==> src/rtl/blit_pkg.sv <==
package blit_pkg;
  localparam int NCH = 4;
  localparam int W_FIELD = 6;
  localparam int H_FIELD = 10;
  localparam int W_CW = W_FIELD + 1;
  localparam int H_CW = H_FIELD + 1;

  localparam logic [3:0] SEL_CTRL = 4'd0;
  localparam logic [3:0] SEL_SIZE = 4'd1;
  localparam logic [1:0] SEL_PTR  = 2'b01;  // selects 4..7
  localparam logic [1:0] SEL_MOD  = 2'b10;  // selects 8..11
  localparam logic [1:0] CH_DST   = 2'd3;

  function automatic logic [1:0] lowest_en(input logic [3:0] en);
    logic [1:0] r;
    r = '0;
    for (int i = NCH - 1; i >= 0; i--) if (en[i]) r = i[1:0];
    return r;
  endfunction

  // {found, index} of the lowest enabled channel above cur
  function automatic logic [2:0] next_en(input logic [3:0] en, input logic [1:0] cur);
    logic [2:0] r;
    r = '0;
    for (int i = NCH - 1; i >= 0; i--)
      if (en[i] && (i > int'(cur))) r = {1'b1, i[1:0]};
    return r;
  endfunction
endpackage

==> src/rtl/blit_regs.sv <==
module blit_regs
  import blit_pkg::*;
#(
  parameter int ADDR_W = 20,
  parameter int REG_W  = 32
) (
  input  logic                       clk_i,
  input  logic                       rst_ni,
  input  logic                       we_i,
  input  logic [3:0]                 sel_i,
  input  logic [REG_W-1:0]           wdata_i,
  input  logic                       busy_i,
  input  logic                       step_i,
  input  logic [1:0]                 step_ch_i,
  input  logic                       row_end_i,
  output logic [3:0]                 en_o,
  output logic                       desc_o,
  output logic                       start_o,
  output logic [W_CW-1:0]            width_o,
  output logic [H_CW-1:0]            height_o,
  output logic [NCH-1:0][ADDR_W-1:0] ptr_o
);
  localparam int EXT = ADDR_W - 16;
  localparam logic [ADDR_W-1:0] WSTEP = ADDR_W'(2);

  logic wr_ok;
  logic [W_FIELD-1:0] w_fld;
  logic [H_FIELD-1:0] h_fld;
  logic [NCH-1:0][15:0] mod_q;
  logic unused_wdata;

  assign wr_ok = we_i && !busy_i;
  assign w_fld = wdata_i[W_FIELD-1:0];
  assign h_fld = wdata_i[W_FIELD+H_FIELD-1:W_FIELD];
  assign width_o  = (w_fld == '0) ? W_CW'(64)   : {1'b0, w_fld};
  assign height_o = (h_fld == '0) ? H_CW'(1024) : {1'b0, h_fld};
  assign start_o  = wr_ok && (sel_i == SEL_SIZE) && (en_o != '0);
  assign unused_wdata = ^wdata_i;

  always_ff @(posedge clk_i or negedge rst_ni) begin
    if (!rst_ni) begin
      en_o   <= '0;
      desc_o <= 1'b0;
    end else if (wr_ok && sel_i == SEL_CTRL) begin
      en_o   <= wdata_i[11:8];
      desc_o <= wdata_i[1];
    end
  end

  for (genvar g = 0; g < NCH; g++) begin : g_ch
    logic [ADDR_W-1:0] delta;
    assign delta = row_end_i ? WSTEP + {{EXT{mod_q[g][15]}}, mod_q[g]} : WSTEP;

    always_ff @(posedge clk_i or negedge rst_ni) begin
      if (!rst_ni) begin
        ptr_o[g] <= '0;
        mod_q[g] <= '0;
      end else begin
        if (wr_ok && sel_i == {SEL_PTR, 2'(g)})
          ptr_o[g] <= wdata_i[ADDR_W-1:0];
        else if (step_i && step_ch_i == 2'(g))
          ptr_o[g] <= desc_o ? ptr_o[g] - delta : ptr_o[g] + delta;
        if (wr_ok && sel_i == {SEL_MOD, 2'(g)})
          mod_q[g] <= wdata_i[15:0];
      end
    end
  end
endmodule

==> src/rtl/blit_walk.sv <==
module blit_walk
  import blit_pkg::*;
(
  input  logic            clk_i,
  input  logic            rst_ni,
  input  logic            start_i,
  input  logic [3:0]      en_i,
  input  logic [W_CW-1:0] width_i,
  input  logic [H_CW-1:0] height_i,
  input  logic            gnt_i,
  output logic            busy_o,
  output logic [1:0]      ch_o,
  output logic            first_o,
  output logic            last_o,
  output logic            step_o
);
  logic [W_CW-1:0] col_q, w_q;
  logic [H_CW-1:0] row_q, h_q;
  logic [2:0]      nxt;

  assign nxt     = next_en(en_i, ch_o);
  assign step_o  = busy_o && gnt_i;
  assign first_o = (col_q == '0);
  assign last_o  = (col_q == w_q - 1'b1);

  always_ff @(posedge clk_i or negedge rst_ni) begin
    if (!rst_ni) begin
      busy_o <= 1'b0;
      ch_o   <= '0;
      col_q  <= '0;
      row_q  <= '0;
      w_q    <= W_CW'(1);
      h_q    <= H_CW'(1);
    end else if (start_i) begin
      busy_o <= 1'b1;
      ch_o   <= lowest_en(en_i);
      col_q  <= '0;
      row_q  <= '0;
      w_q    <= width_i;
      h_q    <= height_i;
    end else if (step_o) begin
      if (nxt[2]) begin
        ch_o <= nxt[1:0];
      end else begin
        ch_o <= lowest_en(en_i);
        if (last_o) begin
          col_q <= '0;
          if (row_q == h_q - 1'b1) busy_o <= 1'b0;
          else row_q <= row_q + 1'b1;
        end else begin
          col_q <= col_q + 1'b1;
        end
      end
    end
  end
endmodule

==> src/rtl/blit_pass.sv <==
module blit_pass
  import blit_pkg::*;
#(
  parameter int DATA_W = 16
) (
  input  logic              clk_i,
  input  logic              rst_ni,
  input  logic              step_i,
  input  logic [1:0]        ch_i,
  input  logic [3:0]        en_i,
  input  logic [DATA_W-1:0] rdata_i,
  output logic [DATA_W-1:0] wdata_o
);
  logic [NCH-2:0][DATA_W-1:0] hold_q;

  for (genvar g = 0; g < NCH - 1; g++) begin : g_src
    always_ff @(posedge clk_i or negedge rst_ni) begin
      if (!rst_ni) hold_q[g] <= '0;
      else if (step_i && ch_i == 2'(g)) hold_q[g] <= rdata_i;
    end
  end

  always_comb begin
    wdata_o = '0;
    for (int i = NCH - 2; i >= 0; i--) if (en_i[i]) wdata_o = hold_q[i];
  end
endmodule

==> src/rtl/blit_seq.sv <==
module blit_seq
  import blit_pkg::*;
#(
  parameter int ADDR_W = 20,
  parameter int DATA_W = 16,
  parameter int REG_W  = 32
) (
  input  logic              clk_i,
  input  logic              rst_ni,
  input  logic              reg_we_i,
  input  logic [3:0]        reg_sel_i,
  input  logic [REG_W-1:0]  reg_wdata_i,
  output logic              busy_o,
  output logic              mem_req_o,
  output logic              mem_we_o,
  output logic [1:0]        mem_ch_o,
  output logic [ADDR_W-1:0] mem_addr_o,
  output logic              mem_first_o,
  output logic              mem_last_o,
  output logic [DATA_W-1:0] mem_wdata_o,
  input  logic [DATA_W-1:0] mem_rdata_i,
  input  logic              mem_gnt_i
);
  logic [3:0]                 ch_en;
  logic                       desc, start, step;
  logic [W_CW-1:0]            width;
  logic [H_CW-1:0]            height;
  logic [NCH-1:0][ADDR_W-1:0] ptr;

  blit_regs #(.ADDR_W(ADDR_W), .REG_W(REG_W)) u_regs (
    .clk_i, .rst_ni,
    .we_i(reg_we_i), .sel_i(reg_sel_i), .wdata_i(reg_wdata_i),
    .busy_i(busy_o), .step_i(step), .step_ch_i(mem_ch_o), .row_end_i(mem_last_o),
    .en_o(ch_en), .desc_o(desc), .start_o(start),
    .width_o(width), .height_o(height), .ptr_o(ptr)
  );

  blit_walk u_walk (
    .clk_i, .rst_ni,
    .start_i(start), .en_i(ch_en), .width_i(width), .height_i(height),
    .gnt_i(mem_gnt_i), .busy_o(busy_o), .ch_o(mem_ch_o),
    .first_o(mem_first_o), .last_o(mem_last_o), .step_o(step)
  );

  blit_pass #(.DATA_W(DATA_W)) u_pass (
    .clk_i, .rst_ni,
    .step_i(step), .ch_i(mem_ch_o), .en_i(ch_en),
    .rdata_i(mem_rdata_i), .wdata_o(mem_wdata_o)
  );

  logic unused_desc;
  assign unused_desc = desc;

  assign mem_req_o  = busy_o;
  assign mem_we_o   = busy_o && (mem_ch_o == CH_DST);
  assign mem_addr_o = ptr[mem_ch_o];
endmodule

==> config.mk <==
export PLATFORM = sky130hd
export DESIGN_NAME = blit_seq
export DESIGN_NICKNAME = d
export VERILOG_FILES = /design/src/rtl/blit_pkg.sv /design/src/rtl/blit_regs.sv /design/src/rtl/blit_walk.sv /design/src/rtl/blit_pass.sv /design/src/rtl/blit_seq.sv
export SDC_FILE = /design/constraint.sdc
export NUM_CORES = 1
export LEC_CHECK = 0
export BUFFER_PORTS_ARGS = -buffer_cell sky130_fd_sc_hd__buf_2
export CELL_PAD_IN_SITES_DETAIL_PLACEMENT = 2
export CELL_PAD_IN_SITES_GLOBAL_PLACEMENT = 2
export CORE_AREA = 2 2 324 166
export DETAILED_ROUTE_END_ITERATION = 10
export DIE_AREA = 0 0 326 168
export GPL_TIMING_DRIVEN = 0
export PLACE_DENSITY_LB_ADDON = 0.1
export SLEW_MARGIN = 20
export SYNTH_ARGS = -nofsm -noshare
export SYNTH_HDL_FRONTEND = slang
export SYNTH_SLANG_ARGS = --single-unit
==> constraint.sdc <==
create_clock -name clk_i -period 7.2 [get_ports clk_i]
set_input_delay 1.08 -clock clk_i [delete_from_list [all_inputs] [get_ports clk_i]]
set_output_delay 1.08 -clock clk_i [all_outputs]
set_load 0.005 [all_outputs]
==> metrics list <==
* Width of the die: 326 um
* Setup clock skew after layout: 13.18 ps
* Count of flip-flops with a built-in enable after synthesis: 0
* Floorplan die height: 168 um
- Critical path startpoint: u_walk.w_q[0]
- During I/O placement, the number of pins put on the boundary was 99.
- Critical path's largest stage delay: 560 ps
* Count of input and output buffers: 75
- Max-slew headroom: 17.13%
* Post-route clock period utilization: 94.72%
- The first global-routing pass estimated 126.3 mm of wire.
- Averaged over all synthesized cells, the footprint is 8.395 um^2.
* Critical path class: reg2reg
* Reg2Reg Setup Slack: 380 ps
- Sort of element at the end of the critical path: flip-flop
- Compared with the post-synthesis result, the final layout area differs by 13.39%.
* Largest fanout of any net on the critical path: 10
- The min-delay analysis places its worst path in the category in2async.
- The slowest stage of the critical path is the sky130_fd_sc_hd__dfstp_2 cell.
- Peak supply drop: 0.0002036 V
* Clock tree from TritonCTS: built
- The total overflow left after global routing is 0.
* Number of clock buffers inserted by TritonCTS: 27
- Initial standard-cell utilization of the core: 34.30%
- Core area: 52,480 um^2
- Summing the areas of all compound-gate instances in the mapped netlist gives 20.43% of the synthesized area.
- When the netlist entered floorplanning its net count stood at 2,293.
- The clock passes through at most 3 buffers.
- The synthesized netlist devotes 20.83% of its cell area to simple gates.
- Among all flip-flop cells after synthesis, the most frequent one is sky130_fd_sc_hd__dfrtp_1.
- Final core utilization: 38.90%
* Overall routed net length: 85.61 mm
- The sequential cells in the finished layout cover a total of 5908 um^2.
- Routed via count divided by cell count: 6.025
* CP Capture Point: u_regs.ptr_o[59]
- Setup repair after global routing left no endpoint under its margin.
- First-pass DRT Iterations: 5
- Outcome: finished, final reports clean
- STA classifies the critical path startpoint as a flip-flop.
- Of the total synthesized cell area, the portion taken by full adders, half adders and majority gates is 6.631%.
- GRT Util Overall: 30.97%
- Largest net degree at the start of global routing: 89
* Gate Count Post-Synth: 2,144
* Die outline area: 54,770 um^2
- The multi-input combinational cells in the finished layout cover a total of 11,440 um^2.
- After synthesis, the share of cell area in mux cells is 7.577%.
- Number of rows created at floorplan: 60
- The critical path runs through a total of 22 cells.
- Cells traversed along the worst timing path: inv_1 > ha_1 > nand3_1 > o21ai_0 > a2111oi_4 > buf_12 > nand2_2 > clkbuf_2 > clkbuf_2 > clkbuf_1 > nor3_1 > a21oi_1 > ha_1 > or3_1 > a2111oi_2 > o21ai_1 > a41o_1 > o21ai_0 > a21oi_1 > xnor2_1 > a21o_1 > a221o_1
* Endpoints failing hold: 0
- The via count of the first global-routing pass is 18,702.
* Routed wirelength normalized by instance count: 28.63 um
* Post-Synthesis Cell Area: 18,000 um^2
- The number of pins with negative max-slew slack in the final report was 0.
- The number of cells on the worst reg-to-reg path is 22.
* Final setup violation count: 0
- For this run, the post-layout net count is 2,405.
- Total number of vias: 18,014
- Critical path buffers and inverters: 5
* Clk sink count: 236
* Yosys warns: 0
- For the worst-skew pair, the clock arrives at the later sink with an insertion delay of 580 ps.
* Startpoint of the worst-slack reg-to-reg timing path: u_walk.w_q[0]
- Post-route minimum period: 6820 ps
- After synthesis, the largest family of logic cells by area is simple AND/OR/NAND/NOR gates.
* XOR/XNOR share of the synthesized area: 7.883%
- Share of synthesized registers carrying an async set or reset: 100.0%
- The endpoint identified for the worst register-to-register timing path is u_regs.ptr_o[59].
- The number of hold buffers added after CTS was 0.
- The initial antenna violation count is 11.
- The share of the Yosys chip area taken by registers is 32.82%.
- Cell Pwr Density: 531.7 nW/um^2
- At the worst endpoint, the arrival time is 7280 ps.
- Iteration-0 DRC count of the detailed router: 1,576
* Final ANT Viol Nets: 0
* Final routed DRC violation total: 0
- At the end of routability-driven placement, the weighted congestion stood at 0.9489.
* Filler cells: 5,965
- Max Cap Viol: 0
- For the pin with the worst max-slew slack, the measured transition is 1243 ps.
- The analysis attributes to cell leakage a power of 0.008901 uW.
- Root Buffer: sky130_fd_sc_hd__clkbuf_16
* H-tree lvl count: 1
* Ratio of cells with drive above 1 in the final layout: 12.62%
- Half-perimeter wire length after placement: 66.80 mm
* CP delay by family, top: compound AO/OA/AOI/OAI gates
* Aggregate negative setup slack: 0 ps
- STA puts the critical path data required time at 7660 ps.
* Maximum frequency from static timing analysis: 146.6 MHz
- Number of unique standard cell types used by synthesis: 94
* #FFs+latches synth: 236
* Clock transition at the registers of the reported paths: 70 ps
## layout make-up
| type | count | share of cell area (%) |
|---|---|---|
| diodes | 3 | 0.03678 |
| inverters | 45 | 0.8460 |
| repair buffers | 85 | 2.808 |
| multi-input cells | 1733 | 56.04 |
| clock buffers | 38 | 3.758 |
| flip-flops and latches | 236 | 28.95 |
| plain buffers | 128 | 2.685 |
| clock inverters | 9 | 0.5088 |
| well taps | 713 | 4.371 |
## how the worst min path moves through the flow
stage,start,endpoint
final,rst_ni,u_regs.mod_q[43]
after global routing,rst_ni,u_regs.mod_q[43]
after CTS,rst_ni,u_regs.mod_q[43]
after detailed placement,u_pass.hold_q[36],u_pass.hold_q[36]
after global placement,u_pass.hold_q[4],u_pass.hold_q[4]
after floorplan,u_pass.hold_q[11],u_pass.hold_q[11]
## through the flow
stage               hold WS [ps]  instances  instance area, um^2  power (uW)  setup slack [ps]
global placement           458.0       2932                19270        8766             -2395
floorplan                  445.5       2144                18000        6685              1315
detailed placement         467.4       2939                19470        9146             -2191
CTS                        247.8       2986                20380       10690             9.889
finish                     275.9       2990                20410       10850             379.9
global route               255.5       2988                20410       11540             125.4
## report_power, final
group | internal [uW] | switching [uW]
Sequential | 1860 | 745
Clock | 809 | 640
Combinational | 2650 | 4160
## synth_stat cells, types with 5 or more instances
cell type / count / area (um^2)
sky130_fd_sc_hd__a21oi_1: 112 / 560.5
sky130_fd_sc_hd__xor2_1: 70 / 613.1
sky130_fd_sc_hd__xnor2_1: 92 / 805.8
sky130_fd_sc_hd__or3_1: 17 / 106.4
sky130_fd_sc_hd__nand3b_1: 11 / 82.58
sky130_fd_sc_hd__mux4_2: 20 / 450.4
sky130_fd_sc_hd__o21ai_0: 172 / 860.8
sky130_fd_sc_hd__o31ai_1: 13 / 97.59
sky130_fd_sc_hd__a211oi_1: 11 / 82.58
sky130_fd_sc_hd__a22oi_1: 77 / 578.1
sky130_fd_sc_hd__dfrtp_1: 234 / 5856
sky130_fd_sc_hd__a221oi_1: 5 / 43.79
sky130_fd_sc_hd__mux2_2: 74 / 833.3
sky130_fd_sc_hd__nand3_1: 55 / 275.3
sky130_fd_sc_hd__nor3_1: 63 / 315.3
sky130_fd_sc_hd__nand4_1: 23 / 143.9
sky130_fd_sc_hd__o22ai_1: 13 / 81.33
sky130_fd_sc_hd__nor2_1: 175 / 656.9
sky130_fd_sc_hd__o21bai_1: 5 / 37.54
sky130_fd_sc_hd__ha_1: 89 / 1114
sky130_fd_sc_hd__buf_2: 7 / 35.03
sky130_fd_sc_hd__nor3b_1: 11 / 82.58
sky130_fd_sc_hd__nand2_1: 325 / 1220
sky130_fd_sc_hd__mux2i_1: 8 / 80.08
sky130_fd_sc_hd__o21a_1: 20 / 150.1
sky130_fd_sc_hd__nand2b_1: 20 / 125.1
sky130_fd_sc_hd__a31oi_1: 22 / 137.6
sky130_fd_sc_hd__a211o_1: 6 / 52.55
sky130_fd_sc_hd__a221o_1: 16 / 160.2
sky130_fd_sc_hd__nor4_1: 10 / 62.56
sky130_fd_sc_hd__clkbuf_1: 107 / 401.6
sky130_fd_sc_hd__or2_2: 6 / 37.54
sky130_fd_sc_hd__and3_1: 33 / 206.5
sky130_fd_sc_hd__o22a_1: 10 / 87.58
sky130_fd_sc_hd__and2_1: 12 / 75.07
sky130_fd_sc_hd__nor2b_1: 19 / 118.9
sky130_fd_sc_hd__a21o_1: 32 / 240.2
sky130_fd_sc_hd__inv_1: 45 / 168.9
sky130_fd_sc_hd__buf_1: 11 / 41.29
## cells in the final DEF (no fill, tap or decap), types with 16 or more instances in the layout
cell	instances
sky130_fd_sc_hd__nor3_1	62
sky130_fd_sc_hd__a22oi_1	77
sky130_fd_sc_hd__o21ai_0	172
sky130_fd_sc_hd__and3_1	33
sky130_fd_sc_hd__clkbuf_16	27
sky130_fd_sc_hd__a21o_1	32
sky130_fd_sc_hd__a21oi_1	112
sky130_fd_sc_hd__nor2b_1	19
sky130_fd_sc_hd__a221o_1	16
sky130_fd_sc_hd__inv_1	44
sky130_fd_sc_hd__a31oi_1	22
sky130_fd_sc_hd__ha_1	89
sky130_fd_sc_hd__xor2_1	70
sky130_fd_sc_hd__clkbuf_1	93
sky130_fd_sc_hd__nand4_1	23
sky130_fd_sc_hd__mux4_2	20
sky130_fd_sc_hd__nand2b_1	20
sky130_fd_sc_hd__or3_1	17
sky130_fd_sc_hd__xnor2_1	92
sky130_fd_sc_hd__dfrtp_1	234
sky130_fd_sc_hd__mux2_2	74
sky130_fd_sc_hd__o21a_1	20
sky130_fd_sc_hd__nand3_1	55
sky130_fd_sc_hd__buf_2	83
sky130_fd_sc_hd__nor2_1	175
sky130_fd_sc_hd__nand2_1	325
sky130_fd_sc_hd__clkbuf_2	19
## state kept, by name, summed over array words and instances, names as in the netlist
register and flops:
u_regs.mod_q 64, u_walk.w_q 7, u_walk.col_q 7, u_regs.desc_o 1
u_regs.ptr_o 80, u_walk.row_q 11, u_pass.hold_q 48, u_walk.h_q 11
u_regs.en_o 4, u_walk.ch_o 2, u_walk.busy_o 1
## what timing repair did
item                                    in CTS  in global routing
buffers inserted                             1                  2
pin swaps                                    1                  0
endpoints found under the setup margin      61                 14
resized for setup                            8                 10
## logic make-up (layout without fill, tap and decap cells)
kind of cell	Yosys count	in the layout
compound gates	569	569
xor+xnor	162	162
fa+ha+maj	93	93
buf+inv	175	305
flops	236	236
mux	102	102
other cells	0	3
simple gates	807	807
## per-layer routing
metal  part of all wire [%]  vias up  track usage [%]
li1                       -     7944                -
met1                     50     9407            48.53
met2                     40      565            43.65
met3                    7.6       98            5.314
met4                    2.4        0            6.612
met5                      0        -                0
Power figures use the tool's default switching activity.
